### src/rtl/bigmac_pkg.sv
// Package: shared sizing for the big-integer multiply-add unit.
// Assumes LIMB_W is a multiple of DIGIT_W.
package bigmac_pkg;
    localparam int unsigned LIMB_W  = 64;  // operand limb width
    localparam int unsigned DIGIT_W = 2;   // multiplier bits retired per cycle
endpackage

### src/rtl/bigmac_ppgen.sv
// Partial-product generator: multiplies the shifted multiplicand by one
// multiplier digit. DIGIT_W selects a radix-2, radix-4 or generic variant.
// Assumes the caller truncates the result to WW bits.
module bigmac_ppgen #(
    parameter int unsigned WW      = 128,
    parameter int unsigned DIGIT_W = 2
) (
    input  logic [WW-1:0]      mcand_i,
    input  logic [DIGIT_W-1:0] digit_i,
    output logic [WW-1:0]      pp_o
);
    generate
        if (DIGIT_W == 1) begin : g_radix2
            // Select the multiplicand or zero.
            always_comb pp_o = digit_i[0] ? mcand_i : '0;
        end else if (DIGIT_W == 2) begin : g_radix4
            // Pick 0, 1x, 2x or 3x of the multiplicand.
            always_comb begin
                case (digit_i)
                    2'd0:    pp_o = '0;
                    2'd1:    pp_o = mcand_i;
                    2'd2:    pp_o = mcand_i << 1;
                    default: pp_o = mcand_i + (mcand_i << 1);
                endcase
            end
        end else begin : g_generic
            // Sum the shifted multiplicand for each set digit bit.
            always_comb begin
                pp_o = '0;
                for (int k = 0; k < DIGIT_W; k++)
                    if (digit_i[k]) pp_o = pp_o + (mcand_i << k);
            end
        end
    endgenerate
endmodule

### src/rtl/bigmac_ctrl.sv
// Sequencer: accepts a start while idle, counts STEPS busy cycles and
// emits a one-cycle done pulse after the final step.
// Assumes STEPS >= 1.
module bigmac_ctrl #(
    parameter int unsigned STEPS = 32
) (
    input  logic clk,
    input  logic rst_n,
    input  logic start_i,
    output logic take_o,
    output logic step_o,
    output logic last_o,
    output logic busy_o,
    output logic done_o
);
    localparam int unsigned CNT_W = (STEPS > 1) ? $clog2(STEPS) : 1;

    logic             busy_q;
    logic             done_q;
    logic [CNT_W-1:0] cnt_q;

    // Decode the handshake and the final step.
    always_comb begin
        take_o = start_i && !busy_q;
        step_o = busy_q;
        last_o = busy_q && (cnt_q == CNT_W'(STEPS - 1));
    end

    // Track busy state, step count and the done pulse.
    always_ff @(posedge clk) begin
        if (!rst_n) begin
            busy_q <= 1'b0;
            done_q <= 1'b0;
            cnt_q  <= '0;
        end else begin
            done_q <= last_o;
            if (take_o) begin
                busy_q <= 1'b1;
                cnt_q  <= '0;
            end else if (busy_q) begin
                cnt_q <= cnt_q + 1'b1;
                if (last_o) busy_q <= 1'b0;
            end
        end
    end

    assign busy_o = busy_q;
    assign done_o = done_q;
endmodule

### src/rtl/bigmac_accum.sv
// Shift-add datapath: seeds the accumulator with the zero-extended addend,
// adds one digit's partial product per step, and loads the result
// registers on the last step. Assumes LIMB_W % DIGIT_W == 0.
module bigmac_accum #(
    parameter int unsigned LIMB_W  = 64,
    parameter int unsigned DIGIT_W = 2
) (
    input  logic              clk,
    input  logic              rst_n,
    input  logic              take_i,
    input  logic              step_i,
    input  logic              last_i,
    input  logic [LIMB_W-1:0] a_i,
    input  logic [LIMB_W-1:0] b_i,
    input  logic [LIMB_W-1:0] c_i,
    output logic [LIMB_W-1:0] lo_o,
    output logic [LIMB_W-1:0] hi_o
);
    localparam int unsigned WW = 2 * LIMB_W;

    logic [WW-1:0]     acc_q, mcand_q, pp, acc_nxt;
    logic [LIMB_W-1:0] mplr_q;
    logic [LIMB_W-1:0] lo_q, hi_q;

    bigmac_ppgen #(.WW(WW), .DIGIT_W(DIGIT_W)) ppgen_i (
        .mcand_i (mcand_q),
        .digit_i (mplr_q[DIGIT_W-1:0]),
        .pp_o    (pp)
    );

    // Next accumulator value for this step.
    always_comb acc_nxt = acc_q + pp;

    // Capture operands, then shift and accumulate each step.
    always_ff @(posedge clk) begin
        if (!rst_n) begin
            acc_q   <= '0;
            mcand_q <= '0;
            mplr_q  <= '0;
        end else if (take_i) begin
            acc_q   <= {{LIMB_W{1'b0}}, c_i};
            mcand_q <= {{LIMB_W{1'b0}}, a_i};
            mplr_q  <= b_i;
        end else if (step_i) begin
            acc_q   <= acc_nxt;
            mcand_q <= mcand_q << DIGIT_W;
            mplr_q  <= mplr_q >> DIGIT_W;
        end
    end

    // Load both result halves together on the final step.
    always_ff @(posedge clk) begin
        if (!rst_n) begin
            lo_q <= '0;
            hi_q <= '0;
        end else if (last_i) begin
            lo_q <= acc_nxt[LIMB_W-1:0];
            hi_q <= acc_nxt[WW-1:LIMB_W];
        end
    end

    assign lo_o = lo_q;
    assign hi_o = hi_q;
endmodule

### src/rtl/bigmac_unit.sv
// Top: unsigned LIMB_W x LIMB_W + LIMB_W multiply-add returning both halves
// of the double-width sum. Start is honoured only while idle; results are
// held until the next completion.
module bigmac_unit #(
    parameter int unsigned LIMB_W  = bigmac_pkg::LIMB_W,
    parameter int unsigned DIGIT_W = bigmac_pkg::DIGIT_W
) (
    input  logic              clk,
    input  logic              rst_n,
    input  logic              start_i,
    input  logic [LIMB_W-1:0] a_i,
    input  logic [LIMB_W-1:0] b_i,
    input  logic [LIMB_W-1:0] c_i,
    output logic              busy_o,
    output logic              done_o,
    output logic [LIMB_W-1:0] lo_o,
    output logic [LIMB_W-1:0] hi_o
);
    localparam int unsigned STEPS = LIMB_W / DIGIT_W;

    logic take, step, last;

    bigmac_ctrl #(.STEPS(STEPS)) ctrl_i (
        .clk     (clk),
        .rst_n   (rst_n),
        .start_i (start_i),
        .take_o  (take),
        .step_o  (step),
        .last_o  (last),
        .busy_o  (busy_o),
        .done_o  (done_o)
    );

    bigmac_accum #(.LIMB_W(LIMB_W), .DIGIT_W(DIGIT_W)) accum_i (
        .clk    (clk),
        .rst_n  (rst_n),
        .take_i (take),
        .step_i (step),
        .last_i (last),
        .a_i    (a_i),
        .b_i    (b_i),
        .c_i    (c_i),
        .lo_o   (lo_o),
        .hi_o   (hi_o)
    );
endmodule

### config.mk
export PLATFORM = sky130hd
export DESIGN_NAME = bigmac_unit
export DESIGN_NICKNAME = d
export VERILOG_FILES = /design/src/rtl/bigmac_pkg.sv /design/src/rtl/bigmac_ppgen.sv /design/src/rtl/bigmac_ctrl.sv /design/src/rtl/bigmac_accum.sv /design/src/rtl/bigmac_unit.sv
export SDC_FILE = /design/constraint.sdc
export NUM_CORES = 2
export LEC_CHECK = 0
export BUFFER_PORTS_ARGS = -buffer_cell sky130_fd_sc_hd__buf_2
export CAP_MARGIN = 20
export CORE_MARGIN = 2
export CORE_UTILIZATION = 30
export DETAILED_ROUTE_END_ITERATION = 10
export GPL_TIMING_DRIVEN = 0
export PLACE_DENSITY = 0.47
export SETUP_SLACK_MARGIN = 0.15
export SLEW_MARGIN = 10
export SYNTH_ARGS = -nofsm -noshare
export SYNTH_HDL_FRONTEND = slang
export SYNTH_SLANG_ARGS = --single-unit
### constraint.sdc
create_clock -name clk -period 13.5 [get_ports clk]
set_input_delay 2.025 -clock clk [delete_from_list [all_inputs] [get_ports clk]]
set_output_delay 2.025 -clock clk [all_outputs]
set_load 0.01 [all_outputs]
# == Word level (Yosys, flattened, before mapping) ==
# Index checks and enable logic that the tools add are counted.
# W data, S select, Z words.
# totals
n_memories,0
inputBits,195
regBits,455
output_inout_bits,130
latchBits,0
rom_bits,0
mem_bits_rw,0
# classes
reduce_logical,6
muxes,10
bitwise,1
eq_ne,3
n_lt_le_gt_ge,0
n_addsub,3
n_mul,0
n_div,0
shift,0
# ops
cell,count
$mux W64,6
$pmux W128 S3,1
$add A128 B128 Y128,2
$add A5 B1 Y5 const B,1
$eq A5 B5 Y1 const B,1
$mux W1,3
$eq A2 B1 Y1 const B,1
$eq A2 B2 Y1 const B,1
$logic_and A1 B1 Y1,2
$logic_not A2 Y1,1
$reduce_bool A2 Y1,1
$reduce_or A2 Y1,1
$logic_not A1 Y1,1
$not A1 Y1,1

# == Longest topological paths before layout ==
# depth
ltp_word,5
mapped_depth,32

# == By module ==
# Synthesis repeated with hierarchy kept, for this count alone.
# hier_totals
cells_unflattened,4793
hier_area_um2,37548.5
# by_module_without_submodules
mod,instances,cells_per_inst,area_per_inst_um2
bigmac_accum,1,3080,26818.2
bigmac_ppgen,1,1680,10401.2
bigmac_ctrl,1,33,329.1

# == Least setup slack after synthesis ==
# Ideal clock, no wire load.
# synth_timing
kind,register -> register
start,reg accum_i.mcand_q[1]
end,"reg accum_i.hi_q[59], in the netlist accum_i.hi_o[59]"
setup_time_ns,0.073
arrival_time_ns,5.957
path_slack_ns,7.470
stages_incl_launch_ff,33
cell_sequence,dfxtp_1 -> ha_1 -> inv_1 -> fa_1 -> nor2b_1 -> o211ai_1 -> a31o_2 -> a211oi_1 -> nor3_4 -> o41ai_2 -> a21boi_1 -> o21ai_1 -> a21oi_1 -> o21bai_1 -> xnor2_1 -> nor2_1 -> a21oi_1 -> o21ai_1 -> ha_1 -> nand2_1 -> nor2_1 -> nand4_1 -> nor4_2 -> a211oi_1 -> o211ai_1 -> a41oi_2 -> o21ai_2 -> a21oi_2 -> o21ai_2 -> a21boi_1 -> or2_1 -> mux2_4 -> o211ai_2
# synth_between
elab_chain_len,3
# synth_rtl
element,line_no,rtl
from (decl),bigmac_accum.sv:21,"logic [WW-1:0] acc_q, mcand_q, pp, acc_nxt;"
from (signal assigned),bigmac_accum.sv:42,"mcand_q <= {{LIMB_W{1'b0}}, a_i};"
from (signal assigned),bigmac_accum.sv:46,mcand_q <= mcand_q << DIGIT_W;
$add A128 B128 Y128,bigmac_ppgen.sv:23,default: pp_o = mcand_i + (mcand_i << 1);
$pmux W128 S3 (*),bigmac_ppgen.sv:19,case (digit_i)
$add A128 B128 Y128 (*),bigmac_accum.sv:32,always_comb acc_nxt = acc_q + pp;
to (signal assigned),bigmac_accum.sv:58,hi_q <= acc_nxt[WW-1:LIMB_W];
to (decl),bigmac_accum.sv:23,"logic [LIMB_W-1:0] lo_q, hi_q;"
# Mark *: on every way between the ends. The rest lies on a longest branch, timed or not.
# A chain may end at the register's enable or synchronous reset.

# == Final worst setup path ==
# layout_timing
start,reg accum_i.mcand_q[1]
end,"reg accum_i.hi_q[63], in the netlist accum_i.hi_o[63]"
# Same word-level chain as after synthesis.

==> summary.md <==
| Metric | Value |
|---|---|
| Post-DP Area | around 0.04 mm2 |
| R2R Path End | accum_i.hi_o[63]$_SDFFE_PN0P_ |
| Tmin final | 8.73 ns |
| Fin. Hold Viols | 0 |
| R2R depth | 29 |
| Slew @ Worst Pin | 1.17 ns |
| # IOs | between 300 and 400 |
| Final wirelength | 160000 um |
| Post-synth top area cell | dfxtp_1 |
| Setup_tns | 0 ns |
| Final cycle utilization of the critical path | 64.7% |
| RSZ-0062 raised after global routing | no |
| Via-per-instance ratio | 5.36 |
| #FFs+latches synth | between 400 and 500 |
| CTS Root Cell | clkbuf_16 |
| Dpl hpwl | around 130000 um |
| Leak | 17.8 nW |
| VDD IR max | 0.0939 mV |
| GPL Wtd Cong | about 0.94 |
| Die Height | 352 um |
| Clk_lat worst skew | 0.70 ns |
| Global routing met1 resource utilization | 32.6% |
| Buffers inserted during post-CTS setup optimization | 0 |
| Die width | 352 um |
| Synth warn | 0 |
| WP data arrival | a little over 9 ns |
| Number of global-route vias before repair | 35400 |
| Initial antenna violation count | 11 |
| Max cap viols | 0 |
| GRT overflow | 0 |
| Yosys top cell area share | about a quarter |
| Footprint of the multi-input gates | 0.0256 mm2 |
| WL/cell | 23.2 um |
| Remaining routing DRC violations | 0 |
| Core region area | 0.120 mm2 |
| Die area | 0.124 mm2 |
| FF/Latch Area | around 0.0091 mm2 |
| Largest cells by area after synthesis | dfxtp_1, ha_1, a21oi_1 |
| Worst path required time | 14.05 ns |
| Worst path max stage delay | 0.62 ns |
| Async set or reset register ratio after synthesis | 0% |
| Initial Util | 30.3% |
| Pwr dens | 89.6 mW/mm2 |
| Design area | 0.0421 mm2 |
| Layer with the highest usage | met2 |
| DP Cell Count | between 6000 and 7000 |
| Critical path class | flip-flop to flip-flop |
| Non-filler cells, final | between 6000 and 7000 |
| Setup crit end kind | flip-flop |
| Slowest-stage cell, CP | o21ai_0 |
| Post-cts sizing count | 0 |
| Slew HR | 22.3% |
| # setup viols final | 0 |
| Global Route met3 Usage | roughly 2.7% |
| Worst r2r src | accum_i.mcand_q[1]$_SDFFE_PN0P_ |
| CTS tree | done |
| Drt initial violations | 2883 |
| Syn Nets | 5323 |
| # fillers | 13000 |
| First-pass GRT wire length | 233000 um |
| Dpl ws | about 5.0 ns |
| Avg Cell Area, Syn | roughly 7.5 um2 |
| GRT Util Overall | 24.7% |
| Site Rows | 127 |
| Top post-synthesis cells by count | nor2_1, a21oi_1, nand2_1 |
| Clock-pin slew on the worst setup and hold paths | 0.06 ns |
| EDFF count, synth | 0 |
| CP Launch Point | accum_i.mcand_q[1]$_SDFFE_PN0P_ |
| TritonCTS Buffers | 58 |
| Mapped Cells | 4855 |
| Layout net count | 5713 |
| CTS max path bufs | 3 |
| Final WS setup | roughly 4.8 ns |
| Capture point of the critical path | accum_i.hi_o[63]$_SDFFE_PN0P_ |
| H-tree Lvls | 2 |
| Grt met2 use | between 40 and 50% |
| Worst reg2reg setup slack | 4.77 ns |
| Max Freq | 115 MHz |
| Cell with the most instances after synthesis | nor2_1 |
| Sequential area share after synthesis | 25.1% |
| Synthesis-to-finish area growth | 16.0% |
| CP Launch Type | flip-flop |
| Share of layout cells above drive strength 1 | 10.8% |
| Number of distinct library cells after synthesis | 105 |
| Final Core Density | 35.1% |
| Worst-path fanout max | 8 |
| Largest net degree at the start of global routing | 20 |
| Max-slew violation count | 0 |
| Hold-fix buffers, CTS | 0 |
| Mapped Area | 0.0363 mm2 |
| Ys flop type | dfxtp_1 |
| Routed Antenna Nets | 0 |
| Status | finished, final reports clean |
| 1st-pass router iterations | 8 |
| Final Skew | roughly 0.066 ns |
| DR vias | 37000 |
| Port Buffers | approximately 320 |
| Clock sink count | 455 |
| Tightest Hold Check Type | flip-flop to flip-flop |
per-stage QoR:
stage | total power [mW] | hold WS (ns)
after floorplan | 1.86 | 0.430
after global placement | 2.10 | 0.442
after detailed placement | 2.10 | 0.443
after CTS | 3.80 | 0.451
after global routing | 3.92 | 0.475
final | 3.77 | 0.449
cell type report:
cell class / instances / share of cell area [%]
clock inverter: 23 / 0.906
sequential: 455 / 21.6
timing repair buffer: 330 / 4.07
inverter: 80 / 0.713
clock buffer: 82 / 3.97
multi-input combinational: 3998 / 60.9
buffer: 322 / 3.04
tap: 1612 / 4.79
antenna: 2 / 0.0119
worst min path at each step:
stage                                    startpoint  cells after the start                              end  slack [ns]
finish                 accum_i.hi_o[8]$_SDFFE_PN0P_                      2     accum_i.hi_o[8]$_SDFFE_PN0P_        0.45
global route        accum_i.acc_q[121]$_SDFFE_PP0P_                      2  accum_i.acc_q[121]$_SDFFE_PP0P_        0.48
CTS                    accum_i.hi_o[8]$_SDFFE_PN0P_                      2     accum_i.hi_o[8]$_SDFFE_PN0P_        0.45
detailed placement     accum_i.hi_o[8]$_SDFFE_PN0P_                      2     accum_i.hi_o[8]$_SDFFE_PN0P_        0.44
global placement       accum_i.hi_o[8]$_SDFFE_PN0P_                      2     accum_i.hi_o[8]$_SDFFE_PN0P_        0.44
floorplan           accum_i.acc_q[121]$_SDFFE_PP0P_                      2  accum_i.acc_q[121]$_SDFFE_PP0P_        0.43
per-layer routing:
metal | wire, um | up-vias
li1 | - | 18200
met5 | 13 | -
met1 | 71500 | 17600
met4 | 6840 | 2
met3 | 8010 | 212
met2 | 73600 | 1048
power by group:
| part | total, mW | leakage (nW) | internal, mW | switching (mW) |
|---|---|---|---|---|
| Combinational | 0.649 | 13.1 | 0.214 | 0.435 |
| Clock | 1.69 | 0.998 | 0.999 | 0.690 |
| Sequential | 1.44 | 3.70 | 1.39 | 0.0474 |
| Total | 3.77 | 17.8 | 2.60 | 1.17 |
registers in the layout, summed over array words and instances, names as in the netlist:
name / count
accum_i.mcand_q: 128
accum_i.mplr_q: 64
accum_i.hi_o: 64
accum_i.acc_q: 128
ctrl_i.cnt_q: 5
accum_i.lo_o: 64
ctrl_i.busy_o: 1
ctrl_i.done_o: 1
cell families after synthesis:
family,Yosys count,synth area share [%]
fa+ha+maj,273,9.45
flops,455,25.1
mux,291,8.05
simple gates,1594,19.4
buf+inv,402,4.33
compound gates,1587,27.6
xor+xnor,253,6.10
worst max-delay path: cells and delay by family, from the launching register on:
kind	cells	cell delay (ns)
AO/OA/AOI/OAI	20	5.79
XOR/XNOR	3	0.70
adder cells (fa/ha/maj)	2	0.67
AND/OR/NAND/NOR	3	0.63
flip-flops	1	0.54
buffers and inverters	1	0.20
cell usage in the layout (no fill, tap or decap), types with 77 or more instances in the layout:
master and instances:
ha_1 271, a211oi_1 140, clkbuf_1 253, nand4_1 112, xor2_1 102, nor2b_1 95
nand2_1 460, inv_1 77, xnor2_1 151, a21oi_1 595, mux2i_1 285, dfxtp_1 455
a21o_1 171, o21ai_0 319, buf_2 362, nor2_1 702
(Power assumes the default switching activity.)
